## config.mk

```make
export PLATFORM = sky130hd
export DESIGN_NAME = quad_gpio
export DESIGN_NICKNAME = d
export VERILOG_FILES = /design/src/rtl/quad_gpio_pkg.sv /design/src/rtl/gpio_sync.sv /design/src/rtl/gpio_change_det.sv /design/src/rtl/gpio_regfile.sv /design/src/rtl/quad_gpio.sv
export SDC_FILE = /design/constraint.sdc
export NUM_CORES = 1
export LEC_CHECK = 0
export ABC_AREA = 0
export BUFFER_PORTS_ARGS = -buffer_cell sky130_fd_sc_hd__buf_4
export CAP_MARGIN = 20
export CORE_ASPECT_RATIO = 0.6
export CORE_MARGIN = 2
export CORE_UTILIZATION = 51
export DETAILED_ROUTE_END_ITERATION = 16
export PLACE_DENSITY = 0.87
export SYNTH_ARGS = -nofsm -noshare
export SYNTH_HDL_FRONTEND = slang
export SYNTH_SLANG_ARGS = --single-unit
```

## constraint.sdc

```tcl
create_clock -name clk -period 3.1 [get_ports clk]
set_input_delay 0.31 -clock clk [delete_from_list [all_inputs] [get_ports clk]]
set_output_delay 0.31 -clock clk [all_outputs]
set_load 0.02 [all_outputs]
```

## src/rtl/quad_gpio_pkg.sv

```systemverilog
package quad_gpio_pkg;

    localparam int NUM_PINS  = 4;
    localparam int DATA_W    = 8;
    localparam int ADDR_W    = 8;
    localparam int SYNC_LEN  = 2;
    localparam int NUM_REGS  = 3;

    // register selector; the ordering matters because the controller
    // forwards registers upward starting at index 0
    typedef enum logic [1:0] {
        SEL_LEVEL  = 2'd0,
        SEL_DIR    = 2'd1,
        SEL_REPORT = 2'd2
    } reg_sel_e;

    typedef struct packed {
        logic [NUM_PINS-1:0] level;
        logic [NUM_PINS-1:0] dir;
        logic                report_en;
    } gpio_cfg_t;

    function automatic logic [DATA_W-1:0] widen(input logic [NUM_PINS-1:0] v);
        return {{(DATA_W-NUM_PINS){1'b0}}, v};
    endfunction

    function automatic logic [NUM_PINS-1:0] blend(
        input logic [NUM_PINS-1:0] stored,
        input logic [NUM_PINS-1:0] dir,
        input logic [NUM_PINS-1:0] sampled
    );
        return (stored & dir) | (sampled & ~dir);
    endfunction

endpackage

```

## src/rtl/gpio_sync.sv

```systemverilog
module gpio_sync
    import quad_gpio_pkg::*;
#(
    parameter int WIDTH  = NUM_PINS,
    parameter int STAGES = SYNC_LEN
) (
    input  logic             clk,
    input  logic             rst,
    input  logic [WIDTH-1:0] raw,
    output logic [WIDTH-1:0] synced
);
    localparam int LAST = STAGES - 1;

    for (genvar p = 0; p < WIDTH; p++) begin : g_pin
        logic [STAGES-1:0] chain;
        always_ff @(posedge clk) begin
            if (rst) chain <= '0;
            else     chain <= {chain[STAGES-2:0], raw[p]};
        end
        assign synced[p] = chain[LAST];
    end

endmodule

```

## src/rtl/gpio_change_det.sv

```systemverilog
module gpio_change_det
    import quad_gpio_pkg::*;
(
    input  logic                clk,
    input  logic                rst,
    input  logic [NUM_PINS-1:0] synced,
    input  logic [NUM_PINS-1:0] dir,
    input  logic                report_en,
    input  logic                poll_clear,
    output logic                pending
);
    logic [NUM_PINS-1:0] prev;
    logic [NUM_PINS-1:0] moved;
    logic                raise;

    assign moved = (synced ^ prev) & ~dir;
    assign raise = report_en & (|moved);

    always_ff @(posedge clk) begin
        if (rst) begin
            prev    <= '0;
            pending <= 1'b0;
        end else begin
            prev    <= synced;
            pending <= (pending & ~poll_clear) | raise;
        end
    end

    a_r7_change_latches: assert property (@(posedge clk) disable iff (rst)
        raise |=> pending);
    a_r8_poll_clears: assert property (@(posedge clk) disable iff (rst)
        (poll_clear && !raise) |=> !pending);
    a_r9_silent_when_off: assert property (@(posedge clk) disable iff (rst)
        (!report_en && !pending) |=> !pending);
    a_r9_outputs_silent: assert property (@(posedge clk) disable iff (rst)
        ((&dir) && !pending) |=> !pending);

endmodule

```

## src/rtl/gpio_regfile.sv

```systemverilog
module gpio_regfile
    import quad_gpio_pkg::*;
(
    input  logic                clk,
    input  logic                rst,
    input  logic                bus_stb,
    input  logic                bus_we,
    input  logic                bus_poll,
    input  logic [ADDR_W-1:0]   bus_addr,
    input  logic [DATA_W-1:0]   bus_wdata,
    output logic [DATA_W-1:0]   bus_rdata,
    output logic                bus_ack,
    input  logic [NUM_PINS-1:0] synced,
    input  logic                pending,
    output logic                poll_clear,
    output gpio_cfg_t           cfg
);
    localparam logic [DATA_W-1:0] COUNT = DATA_W'(NUM_REGS);

    logic                mapped;
    reg_sel_e            sel;
    logic [DATA_W-1:0]   read_word;
    logic [DATA_W-NUM_PINS-1:0] unused_wdata_hi;

    assign unused_wdata_hi = bus_wdata[DATA_W-1:NUM_PINS];
    assign mapped     = bus_addr < ADDR_W'(NUM_REGS);
    assign sel        = reg_sel_e'(bus_addr[1:0]);
    assign poll_clear = bus_stb & bus_poll & pending;

    always_comb begin
        read_word = '0;
        if (mapped) begin
            case (sel)
                SEL_LEVEL:  read_word = widen(blend(cfg.level, cfg.dir, synced));
                SEL_DIR:    read_word = widen(cfg.dir);
                SEL_REPORT: read_word = {{(DATA_W-1){1'b0}}, cfg.report_en};
                default:    read_word = '0;
            endcase
        end
    end

    always_ff @(posedge clk) begin
        if (rst) begin
            cfg       <= '0;
            bus_ack   <= 1'b0;
            bus_rdata <= '0;
        end else begin
            bus_ack   <= bus_stb;
            bus_rdata <= '0;
            if (bus_stb) begin
                if (bus_poll) begin
                    bus_rdata <= pending ? COUNT : '0;
                end else if (bus_we) begin
                    if (mapped) begin
                        case (sel)
                            SEL_LEVEL:  cfg.level     <= bus_wdata[NUM_PINS-1:0];
                            SEL_DIR:    cfg.dir       <= bus_wdata[NUM_PINS-1:0];
                            SEL_REPORT: cfg.report_en <= bus_wdata[0];
                            default:    ;
                        endcase
                    end
                end else begin
                    bus_rdata <= read_word;
                end
            end
        end
    end

    a_r3_ack_follows_stb: assert property (@(posedge clk) disable iff (rst)
        bus_stb |=> bus_ack);
    a_r3_no_spurious_ack: assert property (@(posedge clk) disable iff (rst)
        !bus_stb |=> !bus_ack);
    a_r2_upper_bits_zero: assert property (@(posedge clk) disable iff (rst)
        bus_ack |-> (bus_rdata[DATA_W-1:NUM_PINS] == '0));
    a_r7_count_values: assert property (@(posedge clk) disable iff (rst)
        (bus_stb && bus_poll) |=> (bus_rdata == '0 || bus_rdata == COUNT));
    a_r4_unmapped_reads_zero: assert property (@(posedge clk) disable iff (rst)
        (bus_stb && !bus_poll && !bus_we && !mapped) |=> (bus_rdata == '0));

endmodule

```

## src/rtl/quad_gpio.sv

```systemverilog
module quad_gpio
    import quad_gpio_pkg::*;
(
    input  logic                clk,
    input  logic                rst,
    input  logic                bus_stb,
    input  logic                bus_we,
    input  logic                bus_poll,
    input  logic [ADDR_W-1:0]   bus_addr,
    input  logic [DATA_W-1:0]   bus_wdata,
    output logic [DATA_W-1:0]   bus_rdata,
    output logic                bus_ack,
    input  logic [NUM_PINS-1:0] pin_in,
    output logic [NUM_PINS-1:0] pin_out,
    output logic [NUM_PINS-1:0] pin_oe
);
    logic [NUM_PINS-1:0] synced;
    logic                pending;
    logic                poll_clear;
    gpio_cfg_t           cfg;

    gpio_sync #(.WIDTH(NUM_PINS), .STAGES(SYNC_LEN)) u_sync (
        .clk    (clk),
        .rst    (rst),
        .raw    (pin_in),
        .synced (synced)
    );

    gpio_regfile u_regs (
        .clk        (clk),
        .rst        (rst),
        .bus_stb    (bus_stb),
        .bus_we     (bus_we),
        .bus_poll   (bus_poll),
        .bus_addr   (bus_addr),
        .bus_wdata  (bus_wdata),
        .bus_rdata  (bus_rdata),
        .bus_ack    (bus_ack),
        .synced     (synced),
        .pending    (pending),
        .poll_clear (poll_clear),
        .cfg        (cfg)
    );

    gpio_change_det u_det (
        .clk        (clk),
        .rst        (rst),
        .synced     (synced),
        .dir        (cfg.dir),
        .report_en  (cfg.report_en),
        .poll_clear (poll_clear),
        .pending    (pending)
    );

    assign pin_oe  = cfg.dir;
    assign pin_out = cfg.level & cfg.dir;

    a_r5_dir_write_reaches_oe: assert property (@(posedge clk) disable iff (rst)
        (bus_stb && bus_we && !bus_poll && bus_addr == ADDR_W'(1))
            |=> (pin_oe == $past(bus_wdata[NUM_PINS-1:0])));
    a_r4_unmapped_write_inert: assert property (@(posedge clk) disable iff (rst)
        (bus_stb && bus_we && !bus_poll && bus_addr >= ADDR_W'(NUM_REGS))
            |=> ($stable(pin_oe) && $stable(pin_out)));
    a_r5_inputs_not_driven: assert property (@(posedge clk) disable iff (rst)
        (pin_out & ~pin_oe) == '0);

endmodule

```

==> impl_results.md, run 1 <==
* Outcome: finished, final reports clean
* Crit start category: register
* Ys async rst share at 0%
* Period utilization at 44.16%
* Synth cell types at 28
* Vias in the first global route at 694
* Post-Synthesis Cell Area at 1116 um2
* Worst EP arrival at 1.06 ns
* CP bufs+invs at 1
* Worst skew pair latency at 0.33 ns
* Worst r2r path cells at 4
* # diodes at 0
* Clock tree sinks at 27
* Remaining DRCs at 0
* Crit Path Max Fanout at 6
* Worst EP required at 2.79 ns
* Layout area overhead at 22.20%
* Layout cells sized above 1 at 31.65%
* Synth cell count leaders: 27 x dfxtp_1, 13 x nor2b_1, 10 x nor2_1
* R2R Setup Slk at 1.81 ns
* Final Total Pwr at 562.2 uW
* Cts repair resizes at 0
* Crit path max-delay family: flip-flops
* Cell taking the most area after synthesis: dfxtp_1
* Root Driver: clkbuf_4
* Worst setup path category: reg2out
* Die Area at 2591 um2
* Initial core utilization at 52.78%
* Mean Syn Cell Area at 10.05 um2
* Unrepaired setup endpoints after global routing: false
* Global placer's final weighted congestion at 0.7390
* Die Height at 40.24 um
* Ys Warns at 0
* Vias at 817
* First-pass GRT wire length at 3243 um
* Hold slack at 0.1795 ns
* Slowest CP cell: dfxtp_1
* Post-route antenna net violation count at 0
* Max-slew violations at 0
* Area taken by multi-input logic gates at 506.7 um2
* I/O pins at 42
* Design area at 1364 um2
* Core box area at 2115 um2
* Fin. Hold Viols at 0
* DIE WIDTH at 64.39 um
* Synth Flop Type: dfxtp_1
* Maximum clock path buffer count at 2
* WL/cell at 12.15 um
* Hold Path End: u_sync.g_pin[0].chain[0]
* Period minus WS final at 1.369 ns
* GR Util All Layers at 17.33%
* Final Net Count at 165
* Mapped Cells at 111
* CTS tree: built
* Slowest stage delay, CP at 0.45 ns
* Area post-placement at 1336 um2
* Max-cap violations at 0
* Fmax at 730.4 MHz
* Worst r2r src: u_regs.cfg[1]
* Total power per unit cell area at 412.3 nW/um2
* Row count at 13
* Vias/cell at 4.834
* Synth top area share at 48.43%
* HP Class: in2reg
* DRT Pass-1 Iters at 4
* Flop and latch count out of synthesis at 27
* Hold-critical path depth at 2
* Final setup viols at 0
* CTS Buf Count at 3
* Worst path cell trace: and2_1 > buf_4
* VDD IR-drop max at 0.3241 mV
* Number of DRC markers in iteration 0 at 59
* Congestion Overflow GR at 0
* H-tree lvl count at 1
* Hold_buf cts at 0
* Initial antenna violation count at 0
* Clk_skew at 0.005748 ns
* Post-CTS setup buffers at 0
* Worst R2R End: u_regs.bus_rdata[0]
* Post-route setup TNS at 0 ns
* Seq/Total Area, Yosys at 48.43%
* Clock transition at path regs at 0.14 ns
* Largest net degree at the start of global routing at 26
* Area contributors post-synth: dfxtp_1 48%, mux2i_1 8.1%, nor2b_1 7.3%
* Hpwl dp at 1585 um
* LEAKAGE at 0.5858 nW
* Top-count cell post-synth: dfxtp_1
* Sequential Area at 540.5 um2
* Fill count at 180
* Post-synth EDFFs at 0
* Setup crit end kind: output pin
* Hold Startpoint: pin_in[0]
* Routed wire length at 2054 um
* PortBufs at 33
-- state kept, by name, indices dropped and copies added, names as in the netlist --
| register | count |
|---|---|
| u_regs.cfg | 9 |
| u_sync.g_pin.chain | 8 |
| u_det.prev | 4 |
| u_det.pending | 1 |
| u_regs.bus_rdata | 4 |
| u_regs.bus_ack | 1 |
-- cells in the final DEF (no fill, tap or decap), types with 2 or more instances in the layout --
master	instances
mux2i_1	9
nand3_1	2
conb_1	4
o22ai_1	2
nor2_1	10
o21ai_0	5
xnor2_1	4
a21oi_1	5
nor2b_1	13
and2_1	4
dfxtp_1	27
nand2_1	3
or3b_2	2
buf_4	33
clkbuf_4	3
-- worst reg2reg max path, cell delays in order (launching register included) --
cell and delay, ns:
dfxtp_1 0.39, or3b_1 0.39, a21oi_1 0.14, a21oi_1 0.06, o41ai_1 0.24
-- stage by stage --
step	instances	utilization, %	setup slack, ns
floorplan	114	-	1.770
global placement	165	63.20	1.551
detailed placement	165	63.20	1.495
CTS	169	64.50	1.724
global route	169	64.50	1.650
finish	169	64.50	1.731
-- layout make-up --
cell class	count	area share, %
sequential	27	39.63
multi-input combinational	74	37.16
timing repair buffer	33	18.17
tap	30	2.752
clock buffer	3	1.651
clock inverter	1	0.3670
inverter	1	0.2752
-- power breakdown --
group          internal (mW)  switching, mW  total (mW)
Clock                 0.0485          0.103       0.151
Combinational         0.0282         0.0257      0.0539
Sequential             0.354        0.00298       0.357
-- routing by layer --
metal | vias up | routed length [um] | GRT usage [%]
met5 | - | 0 | 0
li1 | 416 | - | -
met2 | 28 | 926 | 29.43
met3 | 2 | 147 | 6.180
met1 | 371 | 972 | 21.65
met4 | 0 | 8 | 4.787
-- logic make-up after synthesis --
group	Yosys count	synth area share, %
other	1	0.3360
multiplexers	9	8.072
flip-flops	27	48.43
AND/OR/NAND/NOR	42	24.89
buffers and inverters	13	7.174
XOR/XNOR	4	3.139
AO/OA/AOI/OAI	15	7.959
-- worst max-delay path by stage --
stage / to / cells after the start / start
after global placement: u_regs.bus_rdata[1] / 5 / bus_addr[2]
after detailed placement: u_regs.bus_rdata[1] / 5 / bus_addr[2]
after floorplan: u_regs.bus_rdata[1] / 4 / bus_addr[6]
after global routing: pin_out[1] / 2 / u_regs.cfg[2]
final: pin_out[1] / 2 / u_regs.cfg[2]
after CTS: pin_out[0] / 2 / u_regs.cfg[1]
No activity file was read; power rests on OpenSTA's default activity.
==> run 2, diff against run 1 <==
- ABC_AREA: 0 -> 1
- CORE_UTILIZATION: 51 -> 44
- PLACE_DENSITY: 0.87 -> 0.79
- clock period: 3.1 -> 1.2 ns (I/O delays scaled with it)
==> impl_results.md, run 2 <==
* Post-route antenna net violation count at 0
* GR Util All Layers at 17.02%
* PortBufs at 33
* HP Class: in2reg
* Regs by FF count: u_regs.cfg: 9 flops, u_sync.g_pin.chain: 8 flops
* Worst EP arrival at 0.98 ns
* Most frequent cells in the layout: 41 x nand2_1, 38 x buf_4, 31 x inv_1, 27 x dfxtp_1, 22 x nor2_1
* Top-count cell post-synth: nand2_1
* Global placer's final weighted congestion at 0.7949
* H-tree lvl count at 1
* Synth Flop Type: dfxtp_1
* CTS Buf Count at 3
* I/O pins at 42
* Clock tree sinks at 27
* M2 GR Usage at 26.42%
* Clk_skew at 0.002707 ns
* Hold slack at 0.03999 ns
* Core box area at 2575 um2
* Post-Synthesis Cell Area at 1226 um2
* Crit Path Max Fanout at 6
* Root Driver: clkbuf_8
* DIE WIDTH at 72.15 um
* Vias/cell at 4.640
* Fmax at 907.4 MHz
* CTS tree: built
* LEAKAGE at 0.7445 nW
* Mapped Cells at 176
* Seq/Total Area, Yosys at 44.08%
* Most used routing layer: met2
* Initial antenna violation count at 0
* Routed wire length at 2502 um
* Post-synth EDFFs at 0
* VDD IR-drop max at 0.7572 mV
* Most common cell after layout, fill and taps aside: nand2_1
* Post-layout util at 59.52%
* Synth cell types at 20
* Unrepaired setup endpoints after global routing: false
* Flop and latch count out of synthesis at 27
* DRT Pass-1 Iters at 4
* Congestion Overflow GR at 0
* First-pass GRT wire length at 4057 um
* Initial core utilization at 47.62%
* Ys async rst share at 0%
* Maximum clock path buffer count at 2
* Die Height at 44.89 um
* Setup crit end kind: output pin
* Clock transition at path regs at 0.09 ns
* Area post-placement at 1484 um2
* Reg with most FFs: u_regs.cfg
* Worst EP required at 1.08 ns
* Final Net Count at 236
* Cell taking the most area after synthesis: dfxtp_1
* GR Util met3 at 5.357%
* Vias at 1123
* Cell Count, Final, Fillers Out at 242
* Max-slew violations at 0
* Crit start category: register
* Synth cell count leaders: 41 x nand2_1, 31 x inv_1, 27 x dfxtp_1
* Outcome: finished, final reports clean
* Row count at 14
* Number of DRC markers in iteration 0 at 42
* Ys Warns at 0
* Largest net degree at the start of global routing at 23
* Grt met1 use at 22.79%
* Max reg flops at 9
* WL/cell at 10.34 um
* Mean Syn Cell Area at 6.967 um2
* Die Area at 3239 um2
* # diodes at 0
* Layout area overhead at 25.00%
* Period minus WS final at 1.102 ns
* Hold_buf cts at 0
* Post-route setup TNS at 0 ns
* Synth top area share at 44.08%
* Vias in the first global route at 937
* Layout cells sized above 1 at 24.29%
* Max-cap violations at 0
* Total power per unit cell area at 1046 nW/um2
* Cts repair resizes at 0
* Worst skew pair latency at 0.27 ns
* Fin. Hold Viols at 0
* Worst setup path category: reg2out
* Period utilization at 91.84%
* Final setup viols at 0
* Hpwl dp at 1989 um
* Post-CTS setup buffers at 0
* Area contributors post-synth: dfxtp_1 44%, nand2_1 13%, inv_1 9.5%
* Number of cells after detailed placement at 238
* Remaining DRCs at 0
* Design area at 1533 um2
-- run 2: cell types whose count changed after synthesis, sizes merged, moves of 2 or more --
| cell | previous run | this run |
|---|---|---|
| a21oi | 5 | 9 |
| a22oi | 0 | 2 |
| and2 | 4 | 0 |
| clkbuf | 4 | 2 |
| inv | 1 | 32 |
| mux2i | 9 | 0 |
| nand2 | 3 | 43 |
| nand3 | 2 | 18 |
| nor2 | 10 | 26 |
| nor2b | 13 | 0 |
| o21ai | 6 | 4 |
| o22ai | 2 | 0 |
| or3b | 3 | 0 |
| xnor2 | 4 | 0 |
-- run 2: cells by family after synthesis --
family / count (synthesis) / share of synthesized area, %
compound gates: 16 / 7.449
buf+inv: 43 / 16.22
flops: 27 / 44.08
other cells: 1 / 0.3058
simple gates: 89 / 31.94
-- run 2: metrics by stage --
stage | power (mW) | setup WS [ns]
2_1_floorplan | 1.031 | 0.3616
3_3_place_gp | 1.102 | 0.1744
3_5_place_dp | 1.106 | 0.1543
4_1_cts | 1.623 | 0.08596
5_1_grt | 1.682 | 0.03680
6_report | 1.603 | 0.09795
-- run 2: cell type report --
class	instances	area, um2
well taps	32	40.04
repair buffers	38	285.3
inverters	32	120.1
flip-flops and latches	27	540.5
clock buffers	3	41.29
multi-input cells	109	498.0
clock inverters	1	7.507
fillers	249	1042
-- run 2: where the power goes --
group	internal, mW	switching [mW]
sequential	0.913	0.00639
combinational	0.0730	0.0923
clock	0.236	0.282
-- run 2: metal layers --
layer | wire length, um | vias to the layer above | share of wire, %
met2 | 1087 | 30 | 43
met3 | 180 | 4 | 7.2
met5 | 0 | - | 0
li1 | - | 589 | -
met1 | 1204 | 500 | 48
met4 | 29 | 0 | 1.2
-- run 2: worst max-delay path: stages (launching register included) --
cell and delay (ns):
dfxtp_1 0.43, nand2_1 0.10, inv_1 0.06, buf_4 0.13
-- run 2: worst paths after layout --
check                                         startpoint                       end  slack [ns]  depth (start not counted)
worst max-delay path                       u_regs.cfg[3]                pin_out[2]         0.1                          3
worst min-delay path                           pin_in[3]  u_sync.g_pin[3].chain[0]        0.04                          3
worst max register to register             u_regs.cfg[4]             u_det.pending        0.24                          4
worst min register to register  u_sync.g_pin[2].chain[0]  u_sync.g_pin[2].chain[1]        0.41                          2
==> run 3, diff against run 2 <==
- CELL_PAD_IN_SITES_DETAIL_PLACEMENT: not set -> 0
- CELL_PAD_IN_SITES_GLOBAL_PLACEMENT: not set -> 1
- CORE_MARGIN: 2 -> 1.5
- CORE_UTILIZATION: 44 -> 30
- PLACE_DENSITY: 0.79 -> 0.78
- clock period: 1.2 -> 0.9 ns (I/O delays scaled with it)
==> impl_results.md, run 3 (synthesis results as in run 2) <==
* Outcome: finished with violations
* Failing checks: design-rule violations, negative setup slack
* Worst r2r path cells at 7
* Most common cell after layout, fill and taps aside: nand2_1
* Total power per unit cell area at 1220 nW/um2
* CTS tree: built
* Hold Path End: u_sync.g_pin[3].chain[0]
* Clock tree sinks at 27
* Worst r2r src: u_regs.cfg[1]
* Remaining DRCs at 2
* Regs by FF count: u_regs.cfg: 9 flops, u_sync.g_pin.chain: 8 flops
* Fill count at 390
* CP startpoint: u_regs.cfg[1]
* Hpwl dp at 2085 um
* VDD IR-drop max at 0.6322 mV
* Hold slack at 0.004177 ns
* Die Area at 4492 um2
* Area taken by multi-input logic gates at 559.3 um2
* Die Height at 52.52 um
* Post-route setup TNS at -0.7116 ns
* Worst EP required at 0.81 ns
* Period utilization at 116.9%
* Row count at 17
* Crit path top cell by count: buf_6
* Clock transition at path regs at 0.09 ns
* Setup crit end kind: output pin
* Cell Count, Final, Fillers Out at 269
* GR Util All Layers at 13.73%
* Initial antenna violation count at 0
* # diodes at 0
* Number of cells after detailed placement at 260
* I/O pins at 42
* Slowest stage delay, CP at 0.39 ns
* Worst setup path category: reg2out
* Layout area overhead at 44.69%
* Routed wire length at 2831 um
* Final setup viols at 9
* Unrepaired setup endpoints after global routing: true
* Crit path max-delay family: flip-flops
* Post-layout util at 46.86%
* Clk_skew at 0.005368 ns
* Largest net degree at the start of global routing at 23
* HP Class: in2reg
* H-tree lvl count at 1
* Max-cap violations at 0
* Slowest CP cell: dfxtp_4
* PortBufs at 33
* Most frequent cells in the layout: 36 x nand2_1, 35 x buf_4, 23 x inv_1, 21 x nor2_1, 20 x dfxtp_1
* Initial core utilization at 32.39%
* Post-route antenna net violation count at 0
* WL/cell at 10.52 um
* Root Driver: clkbuf_8
* CTS Buf Count at 3
* Number of DRC markers in iteration 0 at 65
* Global placer's final weighted congestion at 0.8376
* Worst path cell trace: nand2_4 > buf_6 > inv_2 > buf_6
* Worst R2R End: u_det.pending
* Final worst slack at -0.1518 ns
* Period minus WS final at 1.052 ns
* Vias in the first global route at 909
* Vias at 1120
* Worst EP arrival at 0.96 ns
* Hold Startpoint: pin_in[3]
* Congestion Overflow GR at 0
* Core box area at 3786 um2
* Sequential Area at 559.3 um2
* Worst skew pair latency at 0.28 ns
* Layout cells sized above 1 at 40.09%
* Max-slew violations at 0
* CP bufs+invs at 3
* DRT Pass-1 Iters at 10
* Final Net Count at 248
* Max reg flops at 9
* Fin. Hold Viols at 0
* Crit Path Max Fanout at 5
* First-pass GRT wire length at 4519 um
* Reg with most FFs: u_regs.cfg
* LEAKAGE at 0.8977 nW
* Maximum clock path buffer count at 2
* Vias/cell at 4.164
* Crit start category: register
* Fmax at 950.8 MHz
* DIE WIDTH at 85.54 um
* R2R Setup Slk at -0.09 ns
* Hold-critical path depth at 3
==> run 3: layer usage <==
layer / share of wire (%) / up-vias / track usage, %
met3: 5.5 / 2 / 4.409
met5: 0 / - / 0
met2: 37 / 34 / 17.06
met1: 57 / 469 / 21.08
li1: - / 615 / -
met4: 0.49 / 0 / 4.839
==> run 3: report_power, final <==
group | switching (mW) | internal [mW] | leakage, nW
clock network | 0.387 | 0.311 | 0.0255
registers | 0.00905 | 1.21 | 0.225
logic | 0.135 | 0.118 | 0.648
==> run 3: timing repair <==
action / in CTS / in global routing
hold endpoints to repair: 0 / 1
gates resized for setup: 34 / 18
setup buffers: 3 / 1
hold buffers: 0 / 1
pin swaps: 7 / 13
setup endpoints to repair: 11 / 13
==> run 3: worst reg2reg max path, stage by stage, from the launching register on <==
cell and delay, ns:
dfxtp_4 0.39, buf_4 0.12, buf_6 0.09, inv_2 0.03, nand3_2 0.05, nand2_2 0.05, nor2_2 0.11, o21bai_1 0.06
==> run 3: final cells by class <==
| type | count | share of cell area, % |
|---|---|---|
| flip-flops and latches | 27 | 31.52 |
| inverters | 32 | 6.770 |
| well taps | 47 | 3.315 |
| multi-input cells | 109 | 31.52 |
| clock buffers | 3 | 2.327 |
| clock inverters | 1 | 0.2821 |
| repair buffers | 50 | 24.26 |
==> run 3: worst max path at each step <==
stage	end	slack [ns]	cells past startpoint
CTS	pin_out[0]	-0.16	4
finish	pin_out[0]	-0.15	4
global route	pin_out[0]	-0.20	4
global placement	u_regs.cfg[1]	-0.17	7
floorplan	u_regs.cfg[0]	0.09	7
detailed placement	u_regs.cfg[5]	-0.18	7
==> run 3: stage by stage <==
step                      worst slack, ns  area (um2)  power (mW)
after floorplan                   0.09160        1237       1.374
after global placement            -0.1667        1555       1.492
after detailed placement          -0.1837        1555       1.492
after CTS                         -0.1629        1703       2.183
after global routing              -0.1997        1774       2.299
final                             -0.1518        1774       2.165
